**src/rtl/gse_pkg.sv**
```systemverilog
package gse_pkg;
    typedef enum logic [1:0] {
        ENG_STOPPED = 2'd0,
        ENG_ARMED   = 2'd1,
        ENG_RUNNING = 2'd2
    } eng_state_t;

    typedef enum logic [1:0] {
        THR_IDLE   = 2'd0,
        THR_WAIT   = 2'd1,
        THR_ACTIVE = 2'd2
    } thr_state_t;
endpackage

```
**src/rtl/gse_cfg_store.sv**
```systemverilog
module gse_cfg_store #(
    parameter int NUM_THREADS = 8,
    parameter int NUM_SLOTS   = 16,
    parameter int NUM_PORTS   = 4,
    parameter int NUM_TC      = 8,
    parameter int TIME_W      = 32,
    parameter int DUR_W       = 10,
    parameter int IDX_W       = 4,
    parameter int THR_W       = 3
) (
    input  logic                 clk,
    input  logic                 rst_n,
    input  logic                 wr_allow,
    input  logic                 slot_we,
    input  logic [IDX_W-1:0]     slot_addr,
    input  logic [DUR_W-1:0]     slot_dur,
    input  logic [NUM_PORTS-1:0] slot_ports,
    input  logic [NUM_TC-1:0]    slot_block,
    input  logic                 thr_we,
    input  logic [THR_W-1:0]     thr_sel,
    input  logic [IDX_W-1:0]     thr_entry,
    input  logic [IDX_W-1:0]     thr_end,
    input  logic [TIME_W-1:0]    thr_ofs,
    input  logic                 glb_we,
    input  logic [TIME_W-1:0]    glb_start_time,
    input  logic [THR_W-1:0]     glb_active_m1,
    output logic [DUR_W-1:0]     dur_tab   [NUM_SLOTS],
    output logic [NUM_PORTS-1:0] port_tab  [NUM_SLOTS],
    output logic [NUM_TC-1:0]    blk_tab   [NUM_SLOTS],
    output logic [IDX_W-1:0]     entry_tab [NUM_THREADS],
    output logic [IDX_W-1:0]     end_tab   [NUM_THREADS],
    output logic [TIME_W-1:0]    ofs_tab   [NUM_THREADS],
    output logic [TIME_W-1:0]    start_time,
    output logic [THR_W-1:0]     active_m1,
    output logic                 wr_rej
);
    logic any_we;
    assign any_we = slot_we | thr_we | glb_we;

    always_ff @(posedge clk or negedge rst_n) begin
        if (!rst_n) begin
            for (int s = 0; s < NUM_SLOTS; s++) begin
                dur_tab[s]  <= '0;
                port_tab[s] <= '0;
                blk_tab[s]  <= '0;
            end
            for (int t = 0; t < NUM_THREADS; t++) begin
                entry_tab[t] <= '0;
                end_tab[t]   <= '0;
                ofs_tab[t]   <= '0;
            end
            start_time <= '0;
            active_m1  <= '0;
            wr_rej     <= 1'b0;
        end else begin
            wr_rej <= any_we && !wr_allow;
            if (wr_allow && slot_we) begin
                dur_tab[slot_addr]  <= slot_dur;
                port_tab[slot_addr] <= slot_ports;
                blk_tab[slot_addr]  <= slot_block;
            end
            if (wr_allow && thr_we) begin
                entry_tab[thr_sel] <= thr_entry;
                end_tab[thr_sel]   <= thr_end;
                ofs_tab[thr_sel]   <= thr_ofs;
            end
            if (wr_allow && glb_we) begin
                start_time <= glb_start_time;
                active_m1  <= glb_active_m1;
            end
        end
    end
endmodule

```
**src/rtl/gse_cfg_check.sv**
```systemverilog
module gse_cfg_check #(
    parameter int NUM_THREADS = 8,
    parameter int NUM_SLOTS   = 16,
    parameter int TIME_W      = 32,
    parameter int DUR_W       = 10,
    parameter int IDX_W       = 4,
    parameter int THR_W       = 3,
    parameter int MAX_DELTA   = 1000
) (
    input  logic [DUR_W-1:0]  dur_tab   [NUM_SLOTS],
    input  logic [IDX_W-1:0]  entry_tab [NUM_THREADS],
    input  logic [IDX_W-1:0]  end_tab   [NUM_THREADS],
    input  logic [TIME_W-1:0] ofs_tab   [NUM_THREADS],
    input  logic [THR_W-1:0]  active_m1,
    output logic              cfg_ok
);
    logic [IDX_W-1:0] last_end;
    logic             order_ok;
    logic             thread_ok;
    logic             slot_ok;

    assign last_end = end_tab[active_m1];

    // end indices never fall, over every thread in use or not
    always_comb begin
        order_ok = 1'b1;
        for (int t = 1; t < NUM_THREADS; t++) begin
            if (end_tab[t] < end_tab[t-1]) order_ok = 1'b0;
        end
    end

    // per-thread legality, only for threads in use
    always_comb begin
        thread_ok = 1'b1;
        for (int t = 0; t < NUM_THREADS; t++) begin
            if (t <= int'(active_m1)) begin
                if (ofs_tab[t] == '0) thread_ok = 1'b0;
                if (entry_tab[t] > end_tab[t]) thread_ok = 1'b0;
            end
        end
    end

    // durations of every slot that some thread may reach
    always_comb begin
        slot_ok = 1'b1;
        for (int s = 0; s < NUM_SLOTS; s++) begin
            if (s <= int'(last_end)) begin
                if (dur_tab[s] == '0) slot_ok = 1'b0;
                if (int'(dur_tab[s]) >= MAX_DELTA) slot_ok = 1'b0;
            end
        end
    end

    assign cfg_ok = order_ok && thread_ok && slot_ok;
endmodule

```
**src/rtl/gse_thread.sv**
```systemverilog
module gse_thread
    import gse_pkg::*;
#(
    parameter int IDX_W           = 4,
    parameter int TIME_W          = 32,
    parameter int DUR_W           = 10,
    parameter int TICKS_PER_DELTA = 25,
    localparam int TCK_W = (TICKS_PER_DELTA > 1) ? $clog2(TICKS_PER_DELTA) : 1
) (
    input  logic              clk,
    input  logic              rst_n,
    input  logic              arm,
    input  logic              halt,
    input  logic              enable,
    input  logic              tick,
    input  logic [TIME_W-1:0] now_time,
    input  logic [TIME_W-1:0] begin_time,
    input  logic [IDX_W-1:0]  entry_idx,
    input  logic [IDX_W-1:0]  end_idx,
    input  logic [DUR_W-1:0]  cur_dur,
    output logic              active,
    output logic [IDX_W-1:0]  cur_idx
);
    thr_state_t       st_q, st_d;
    logic [TCK_W-1:0] tcnt;
    logic [DUR_W-1:0] dcnt;
    logic             delta_end;
    logic             slot_end;

    assign delta_end = tick && (tcnt == TCK_W'(TICKS_PER_DELTA - 1));
    assign slot_end  = delta_end && (dcnt == cur_dur - DUR_W'(1));

    // next state
    always_comb begin
        st_d = st_q;
        unique case (st_q)
            THR_IDLE:   if (arm && enable) st_d = THR_WAIT;
            THR_WAIT:   if (now_time >= begin_time) st_d = THR_ACTIVE;
            THR_ACTIVE: st_d = THR_ACTIVE;
            default:    st_d = THR_IDLE;
        endcase
        if (halt) st_d = THR_IDLE;
    end

    // state register and slot walk
    always_ff @(posedge clk or negedge rst_n) begin
        if (!rst_n) begin
            st_q    <= THR_IDLE;
            cur_idx <= '0;
            tcnt    <= '0;
            dcnt    <= '0;
        end else begin
            st_q <= st_d;
            if (st_q == THR_WAIT && st_d == THR_ACTIVE) begin
                cur_idx <= entry_idx;
                tcnt    <= '0;
                dcnt    <= '0;
            end else if (st_q == THR_ACTIVE && st_d == THR_ACTIVE && tick) begin
                if (delta_end) begin
                    tcnt <= '0;
                    if (slot_end) begin
                        dcnt    <= '0;
                        cur_idx <= (cur_idx == end_idx) ? entry_idx : cur_idx + 1'b1;
                    end else begin
                        dcnt <= dcnt + 1'b1;
                    end
                end else begin
                    tcnt <= tcnt + 1'b1;
                end
            end
        end
    end

    // outputs
    always_comb begin
        active = 1'b0;
        unique case (st_q)
            THR_IDLE:   active = 1'b0;
            THR_WAIT:   active = 1'b0;
            THR_ACTIVE: active = 1'b1;
            default:    active = 1'b0;
        endcase
    end


    idx_range_chk: assert property (@(posedge clk) disable iff (!rst_n)
        active |-> (cur_idx >= entry_idx && cur_idx <= end_idx));


    tick_hold_chk: assert property (@(posedge clk) disable iff (!rst_n)
        (active && !tick) |=> $stable(cur_idx));


    halt_idle_chk: assert property (@(posedge clk) disable iff (!rst_n)
        halt |=> !active);
endmodule

```
**src/rtl/gse_gate_merge.sv**
```systemverilog
module gse_gate_merge #(
    parameter int NUM_THREADS = 8,
    parameter int NUM_SLOTS   = 16,
    parameter int NUM_PORTS   = 4,
    parameter int NUM_TC      = 8,
    parameter int IDX_W       = 4,
    localparam int GATE_W = NUM_PORTS * NUM_TC
) (
    input  logic [NUM_THREADS-1:0] thr_active,
    input  logic [IDX_W-1:0]       thr_idx  [NUM_THREADS],
    input  logic [NUM_PORTS-1:0]   port_tab [NUM_SLOTS],
    input  logic [NUM_TC-1:0]      blk_tab  [NUM_SLOTS],
    output logic [GATE_W-1:0]      gate_open
);
    logic [NUM_TC-1:0] closed [NUM_PORTS];

    always_comb begin
        for (int p = 0; p < NUM_PORTS; p++) closed[p] = '0;
        for (int t = 0; t < NUM_THREADS; t++) begin
            if (thr_active[t]) begin
                for (int p = 0; p < NUM_PORTS; p++) begin
                    if (port_tab[thr_idx[t]][p]) closed[p] = closed[p] | blk_tab[thr_idx[t]];
                end
            end
        end
    end

    for (genvar p = 0; p < NUM_PORTS; p++) begin : g_port
        assign gate_open[p*NUM_TC +: NUM_TC] = ~closed[p];
    end
endmodule

```
**src/rtl/gate_sched_engine.sv**
```systemverilog
module gate_sched_engine
    import gse_pkg::*;
#(
    parameter int NUM_THREADS     = 8,
    parameter int NUM_SLOTS       = 16,
    parameter int NUM_PORTS       = 4,
    parameter int NUM_TC          = 8,
    parameter int TIME_W          = 32,
    parameter int DUR_W           = 10,
    parameter int TICKS_PER_DELTA = 25,
    parameter int MAX_DELTA       = 1000,
    localparam int IDX_W  = $clog2(NUM_SLOTS),
    localparam int THR_W  = $clog2(NUM_THREADS),
    localparam int GATE_W = NUM_PORTS * NUM_TC
) (
    input  logic                 clk,
    input  logic                 rst_n,
    input  logic                 tick,
    input  logic [TIME_W-1:0]    now_time,
    input  logic                 start_cmd,
    input  logic                 stop_cmd,
    input  logic                 slot_we,
    input  logic [IDX_W-1:0]     slot_addr,
    input  logic [DUR_W-1:0]     slot_dur,
    input  logic [NUM_PORTS-1:0] slot_ports,
    input  logic [NUM_TC-1:0]    slot_block,
    input  logic                 thr_we,
    input  logic [THR_W-1:0]     thr_sel,
    input  logic [IDX_W-1:0]     thr_entry,
    input  logic [IDX_W-1:0]     thr_end,
    input  logic [TIME_W-1:0]    thr_ofs,
    input  logic                 glb_we,
    input  logic [TIME_W-1:0]    glb_start_time,
    input  logic [THR_W-1:0]     glb_active_m1,
    output logic [GATE_W-1:0]    gate_open,
    output logic                 sts_started,
    output logic                 sts_stopped,
    output logic                 wr_err,
    output logic                 cfg_bad
);
    eng_state_t state_q, state_d;

    logic [DUR_W-1:0]     dur_tab   [NUM_SLOTS];
    logic [NUM_PORTS-1:0] port_tab  [NUM_SLOTS];
    logic [NUM_TC-1:0]    blk_tab   [NUM_SLOTS];
    logic [IDX_W-1:0]     entry_tab [NUM_THREADS];
    logic [IDX_W-1:0]     end_tab   [NUM_THREADS];
    logic [TIME_W-1:0]    ofs_tab   [NUM_THREADS];
    logic [TIME_W-1:0]    start_time;
    logic [THR_W-1:0]     active_m1;
    logic                 cfg_ok;
    logic                 wr_allow;
    logic                 arm_go;
    logic                 start_rej;
    logic [NUM_THREADS-1:0] thr_active;
    logic [NUM_THREADS-1:0] thr_en;
    logic [IDX_W-1:0]     thr_idx   [NUM_THREADS];
    logic [TIME_W-1:0]    begin_tm  [NUM_THREADS];
    logic [DUR_W-1:0]     thr_dur   [NUM_THREADS];

    assign wr_allow = (state_q == ENG_STOPPED) && !start_cmd;

    gse_cfg_store #(
        .NUM_THREADS(NUM_THREADS), .NUM_SLOTS(NUM_SLOTS), .NUM_PORTS(NUM_PORTS),
        .NUM_TC(NUM_TC), .TIME_W(TIME_W), .DUR_W(DUR_W), .IDX_W(IDX_W), .THR_W(THR_W)
    ) u_store (
        .clk(clk), .rst_n(rst_n), .wr_allow(wr_allow),
        .slot_we(slot_we), .slot_addr(slot_addr), .slot_dur(slot_dur),
        .slot_ports(slot_ports), .slot_block(slot_block),
        .thr_we(thr_we), .thr_sel(thr_sel), .thr_entry(thr_entry),
        .thr_end(thr_end), .thr_ofs(thr_ofs),
        .glb_we(glb_we), .glb_start_time(glb_start_time), .glb_active_m1(glb_active_m1),
        .dur_tab(dur_tab), .port_tab(port_tab), .blk_tab(blk_tab),
        .entry_tab(entry_tab), .end_tab(end_tab), .ofs_tab(ofs_tab),
        .start_time(start_time), .active_m1(active_m1), .wr_rej(wr_err)
    );

    gse_cfg_check #(
        .NUM_THREADS(NUM_THREADS), .NUM_SLOTS(NUM_SLOTS), .TIME_W(TIME_W),
        .DUR_W(DUR_W), .IDX_W(IDX_W), .THR_W(THR_W), .MAX_DELTA(MAX_DELTA)
    ) u_check (
        .dur_tab(dur_tab), .entry_tab(entry_tab), .end_tab(end_tab),
        .ofs_tab(ofs_tab), .active_m1(active_m1), .cfg_ok(cfg_ok)
    );

    for (genvar t = 0; t < NUM_THREADS; t++) begin : g_thr
        assign thr_en[t]   = (t <= int'(active_m1));
        assign begin_tm[t] = start_time + ofs_tab[t];
        assign thr_dur[t]  = dur_tab[thr_idx[t]];

        gse_thread #(
            .IDX_W(IDX_W), .TIME_W(TIME_W), .DUR_W(DUR_W),
            .TICKS_PER_DELTA(TICKS_PER_DELTA)
        ) u_thr (
            .clk(clk), .rst_n(rst_n), .arm(arm_go), .halt(stop_cmd),
            .enable(thr_en[t]), .tick(tick), .now_time(now_time),
            .begin_time(begin_tm[t]), .entry_idx(entry_tab[t]),
            .end_idx(end_tab[t]), .cur_dur(thr_dur[t]),
            .active(thr_active[t]), .cur_idx(thr_idx[t])
        );
    end

    gse_gate_merge #(
        .NUM_THREADS(NUM_THREADS), .NUM_SLOTS(NUM_SLOTS), .NUM_PORTS(NUM_PORTS),
        .NUM_TC(NUM_TC), .IDX_W(IDX_W)
    ) u_merge (
        .thr_active(thr_active), .thr_idx(thr_idx),
        .port_tab(port_tab), .blk_tab(blk_tab), .gate_open(gate_open)
    );

    // next engine state
    always_comb begin
        state_d = state_q;
        unique case (state_q)
            ENG_STOPPED: if (start_cmd && !stop_cmd && cfg_ok) state_d = ENG_ARMED;
            ENG_ARMED: begin
                if (stop_cmd)         state_d = ENG_STOPPED;
                else if (|thr_active) state_d = ENG_RUNNING;
            end
            ENG_RUNNING: if (stop_cmd) state_d = ENG_STOPPED;
            default:     state_d = ENG_STOPPED;
        endcase
    end

    // state register
    always_ff @(posedge clk or negedge rst_n) begin
        if (!rst_n) state_q <= ENG_STOPPED;
        else        state_q <= state_d;
    end

    // outputs by state
    always_comb begin
        sts_started = 1'b0;
        sts_stopped = 1'b0;
        arm_go      = 1'b0;
        start_rej   = 1'b0;
        unique case (state_q)
            ENG_STOPPED: begin
                sts_stopped = 1'b1;
                arm_go      = start_cmd && !stop_cmd && cfg_ok;
                start_rej   = start_cmd && !stop_cmd && !cfg_ok;
            end
            ENG_ARMED:   sts_started = 1'b0;
            ENG_RUNNING: sts_started = 1'b1;
            default:     sts_stopped = 1'b1;
        endcase
    end

    always_ff @(posedge clk or negedge rst_n) begin
        if (!rst_n)         cfg_bad <= 1'b0;
        else if (arm_go)    cfg_bad <= 1'b0;
        else if (start_rej) cfg_bad <= 1'b1;
    end


    wr_refuse_chk: assert property (@(posedge clk) disable iff (!rst_n)
        ((state_q != ENG_STOPPED) && (slot_we || thr_we || glb_we)) |=> wr_err);


    cfg_hold_chk: assert property (@(posedge clk) disable iff (!rst_n)
        (state_q != ENG_STOPPED) |-> cfg_ok);


    idle_open_chk: assert property (@(posedge clk) disable iff (!rst_n)
        (thr_active == '0) |-> (gate_open == '1));


    stop_status_chk: assert property (@(posedge clk) disable iff (!rst_n)
        stop_cmd |=> (sts_stopped && !sts_started));
endmodule

```
**config.mk**
```make
export PLATFORM = sky130hd
export DESIGN_NAME = gate_sched_engine
export DESIGN_NICKNAME = d
export VERILOG_FILES = /design/src/rtl/gse_pkg.sv /design/src/rtl/gse_cfg_store.sv /design/src/rtl/gse_cfg_check.sv /design/src/rtl/gse_thread.sv /design/src/rtl/gse_gate_merge.sv /design/src/rtl/gate_sched_engine.sv
export SDC_FILE = /design/constraint.sdc
export NUM_CORES = 2
export LEC_CHECK = 0
export ABC_AREA = 1
export BUFFER_PORTS_ARGS = -buffer_cell sky130_fd_sc_hd__buf_2
export CAP_MARGIN = 20
export CORE_ASPECT_RATIO = 1.25
export CORE_MARGIN = 2
export CORE_UTILIZATION = 65
export DETAILED_ROUTE_END_ITERATION = 7
export PLACE_DENSITY = 0.82
export SYNTH_ARGS = -nofsm -noshare
export SYNTH_HDL_FRONTEND = slang
export SYNTH_SLANG_ARGS = --single-unit
export TNS_END_PERCENT = 30
```
**constraint.sdc**
```tcl
create_clock -name clk -period 5.44 [get_ports clk]
set_input_delay 0.272 -clock clk [delete_from_list [all_inputs] [get_ports clk]]
set_output_delay 0.272 -clock clk [all_outputs]
set_load 0.01 [all_outputs]
```
==> results.md, run 1 <==
* Status: did not finish
* Fail Step: 5_1_grt
* Run Error: [ERROR GRT-0232] Routing congestion too high. Check the congestion heatmap in the GUI.
* Commonest cells in the netlist: nand2_1, o21ai_0, a21oi_1
* Grt repair worst endpoint: g_thr[0].u_thr.dcnt[4]$_DFFE_PN0P_/D
* Most numerous cell in the Yosys netlist: nand2_1
* Top cells by area, synth: dfrtp_1, nand2_1, o21ai_0, ha_1, a21oi_1
* Htree depth at 3
* Number of enable flip-flop cells after synthesis at 0
* CTS buffer count at 99
* Clock sinks at 879
* Net Count, Synth at 13965
* Clk root buf: clkbuf_16
* Predominant post-synthesis flop cell: dfrtp_1
* Total GRT Usage at 74.6%
* Seq/Total Area, Yosys at 25.5%
* Worst EP Category: register data pin
* Placer Congestion at 1.15
* DP Wirelength at 297 mm
* Die W at 330 um
* Clk buf depth at 3
* Largest net degree at the start of global routing at 183
* Cell Area, Synth at 86300 um2
* Die height at 411 um
* Rows at 149
* GRT Residual Overflow at 43
* Initial core utilization at 65.4%
* Register bit total from synthesis at 879
* Number of buffers added on ports at 179
* Most area-hungry cell type in the Yosys netlist: dfrtp_1
* Async SR Flop Fraction at 100%
* YS warnings at 0
* Post-Synthesis Cells at 13213
* Yosys top cell area share at 25.5%
* # IOs at 180
* Post-synthesis cell type count at 66
* Avg Cell Area, Syn at 6.53 um2
==> per-layer routing <==
metal	GRT usage, %	overflow
met3	58.3	3
met5	34.4	0
met4	73.6	18
met2	90.5	19
met1	75.4	3
==> cell families after synthesis <==
family | synth area share [%]
xor gates and xnor gates | 3.74
muxes | 0.429
AOI/OAI and AO/OA | 25.7
and+or+nand+nor | 26.1
DFF | 25.5
adders and majority gates | 8.89
buffers and inverters | 9.69
==> through the flow <==
step                cells  hold WS, ns  area [um2]  worst slack (ns)
floorplan           13213      -0.0236       86300             0.878
global placement    14546        0.343       88200            -0.392
detailed placement  14549        0.345       88300            -0.607
CTS                 14831      0.00290       92800           0.00514
==> timing repair <==
item	in CTS
resized for setup	19
pin swaps	2
hold buffers	97
setup buffers	1
endpoints found under the setup margin	94
hold endpoints to repair	379
==> run 2: changes to the inputs <==
--- a/config.mk
+++ b/config.mk
@@ -8,11 +8,10 @@
 export ABC_AREA = 1
 export BUFFER_PORTS_ARGS = -buffer_cell sky130_fd_sc_hd__buf_2
 export CAP_MARGIN = 20
-export CORE_ASPECT_RATIO = 1.25
 export CORE_MARGIN = 2
-export CORE_UTILIZATION = 65
+export CORE_UTILIZATION = 40
 export DETAILED_ROUTE_END_ITERATION = 7
-export PLACE_DENSITY = 0.82
+export PLACE_DENSITY_LB_ADDON = 0.15
 export SYNTH_ARGS = -nofsm -noshare
 export SYNTH_HDL_FRONTEND = slang
 export SYNTH_SLANG_ARGS = --single-unit
==> run 2 against run 1 <==
  * Synthesized area did not move
  * The flow now finishes, with violations (DRC, hold timing)
  * Synthesized cell count did not move
==> results.md, run 2 <==
* Status: complete, but fails checks
* Failing checks: DRC, hold timing
* DR WL/cell at 28.5 um
* Async SR Flop Fraction at 100%
* Area Growth Syn to Fin at 10.8%
* Final Skew at 0.0544 ns
* Commonest cells in the netlist: nand2_1, o21ai_0, a21oi_1
* CP max-delay cell: clkinv_2
* DIE AREA at 219000 um2
* Top cells by area, synth: dfrtp_1, nand2_1, o21ai_0, ha_1, a21oi_1
* Filler Cells Inserted at 22154
* Predominant post-synthesis flop cell: dfrtp_1
* Most frequent cells in the layout: nand2_1, o21ai_0, a21oi_1, nand3_1, inv_1
* First-pass iteration count of the detailed router at 8
* Largest regs: u_store.ofs_tab (256), u_store.dur_tab (160), u_store.blk_tab (128)
* Die height at 468 um
* RSZ-0062 raised after global routing: yes
* Avg Cell Area, Syn at 6.53 um2
* Total GRT Usage at 40.3%
* YS warnings at 0
* Comb pwr share at 47.2%
* # IOs at 180
* Final core utilization at 44.6%
* # DRC at 22
* Vias in the first global route at 93127
* Critical Path AT at 5.16 ns
* Final wirelength at 458 mm
* Max IR drop VDD at 0.000278 V
* Pre-CTS setup slack at -0.147 ns
* Final net count at 13851
* Cell-internal power at 0.0184 W
* Yosys top cell area share at 25.5%
* Share of layout cells above drive strength 1 at 8.07%
* Sw frac at 46.6%
* Max FFs per register at 256
* Post-Synthesis Cells at 13213
* Final min period at 5.43 ns
* Main combinational cell family by area after synthesis: simple AND/OR/NAND/NOR gates
* Adder-Cell Fraction of Synth Area at 8.89%
* Number of buffers added on ports at 179
* Final Hold Fails at 4
* Max Fclk at 184 MHz
* Clk root buf: clkbuf_16
* Slew @ Worst Pin at 1.33 ns
* Worst hold path class: input pin to asynchronous set/reset pin
* Largest stage delay on the critical path at 0.80 ns
* GRT Residual Overflow at 0
* Slew Viols, Final at 0
* WP buf/inv at 3
* Htree depth at 3
* Post-synthesis mux area share at 0.429%
* Hold_ws at -0.0219 ns
* XOR/XNOR Fraction of Synth Area at 3.74%
* Clk Latency, worst-skew pair at 0.84 ns
* Seq/Total Area, Yosys at 25.5%
* DR iter-0 viols at 13954
* Largest net degree at the start of global routing at 176
* Remaining antenna violation count at 0
* CTS tree: yes
* Worst-path clk slew at 0.06 ns
* Pwr dens at 361 nW/um2
* Clk buf depth at 3
* CTS buffer count at 117
* Fin worst setup slack at 0.00567 ns
* Cell Area, Synth at 86300 um2
* Die W at 468 um
* Switching power at 0.0161 W
* LEAKAGE at 43.0 nW
* Max-Cap Viols at 0
* Setup violators final at 0
* Number of enable flip-flop cells after synthesis at 0
* Clock sinks at 879
* CP cell instances: clkinv_2 -> buf_12 -> o211ai_1 -> nand3_1 -> nand3_1 -> nand2_1 -> nand2_1 -> o221ai_1 -> nor3_1 -> buf_2
* Post-synthesis cell type count at 66
* Compound-Gate Fraction of Synth Area at 25.7%
* Register bit total from synthesis at 879
* Crit Path Class: flip-flop to primary output
* Area of the core at 214000 um2
* Clk network pwr share at 24.9%
* Via count at 100466
* Rows at 170
* Sequential Power Share at 27.9%
* DP Wirelength at 325 mm
* Net Count, Synth at 13965
* Synth Area in Simple Gates at 26.1%
* Initial antenna violation count at 27
* Placer Congestion at 1.06
* First-pass GRT wire length at 648 mm
* Total Neg Setup Slack at 0 ns
* Final period utilization at 99.9%
* CP Capture Type: primary output
* CP Max Fanout at 39
* Startpoint types: flip-flop
* Most numerous cell in the Yosys netlist: nand2_1
* Initial core utilization at 40.2%
* Most flop-heavy register: u_store.ofs_tab
* Slew headroom at 11.5%
* DR vias/cell at 6.26
* Crit path max-delay family: simple AND/OR/NAND/NOR gates
* Most common cell after layout, fill and taps aside: nand2_1
* CP required at 5.17 ns
* Most area-hungry cell type in the Yosys netlist: dfrtp_1
* Pwr Total at 0.0345 W
-- run 2: cell counts after synthesis --
No cell type changed its count.
-- run 2: power groups by stage --
stage	registers [W]	logic [W]	clock network, W
floorplan	0.00847	0.0106	0
global placement	0.00961	0.0154	0
detailed placement	0.00962	0.0156	0
CTS	0.00952	0.0158	0.00868
global route	0.00973	0.0180	0.00893
finish	0.00963	0.0163	0.00861
-- run 2: final cells by class --
cell class | instances | area [um2] | area share, %
inverters | 1026 | 3880 | 4.06
clock inverters | 70 | 853 | 0.892
multi-input cells | 10367 | 56300 | 58.9
clock buffers | 151 | 3280 | 3.43
well taps | 2838 | 3550 | 3.71
flip-flops and latches | 879 | 22100 | 23.1
repair buffers | 708 | 5590 | 5.85
diodes | 20 | 50.0 | 0.0523
-- run 2: timing repair --
action / 4_1_cts / 5_1_grt
endpoints found under the hold margin: 510 / 0
endpoints found under the setup margin: 32 / 155
resized for setup: 5 / 89
pin swaps: 0 / 13
setup buffers: 0 / 8
cloned: 0 / 1
hold buffers: 100 / 0
-- run 2: path summary, 6_finish.rpt --
kind	cells after the start	end	slack [ns]	from
worst max-delay path	10	gate_open[6]	0.006	g_thr[0].u_thr.cur_idx[1]$_DFFE_PN0P_
worst min-delay path	2	u_store.blk_tab[112]$_DFFE_PN0P_	-0.02	rst_n
worst max register to register	29	g_thr[1].u_thr.cur_idx[3]$_DFFE_PN0P_	0.32	u_store.start_time[0]$_DFFE_PN0P_
worst min register to register	2	u_store.port_tab[23]$_DFFE_PN0P_	0.48	u_store.port_tab[23]$_DFFE_PN0P_
max in group asynchronous	3	g_thr[1].u_thr.cur_idx[0]$_DFFE_PN0P_	3.85	rst_n
min in group clk	3	u_store.blk_tab[106]$_DFFE_PN0P_	0.02	slot_block[2]
-- run 2: metrics by stage --
stage | cell area [um2] | hold slack [ns] | cells
detailed placement | 90000 | 0.274 | 15706
CTS | 95100 | 0.000168 | 16027
global route | 95600 | 0.0371 | 16043
floorplan | 86300 | -0.0236 | 13213
finish | 95600 | -0.0219 | 16059
global placement | 90000 | 0.274 | 15706
-- run 2: logic make-up after synthesis --
family | Yosys count
AND/OR/NAND/NOR | 5272
AO/OA/AOI/OAI | 4089
buffers and inverters | 1967
flip-flops | 879
adder cells (fa/ha/maj) | 608
XOR/XNOR | 365
multiplexers | 33
-- run 2: layer usage --
metal  wire length (um)  track usage, %  part of all wire [%]
met1             166000            46.7                    36
met2             196000            61.5                    43
met3              54600            13.4                    12
met4              41500            30.4                   9.1
met5                190           0.130                 0.041
(Power assumes the default switching activity.)
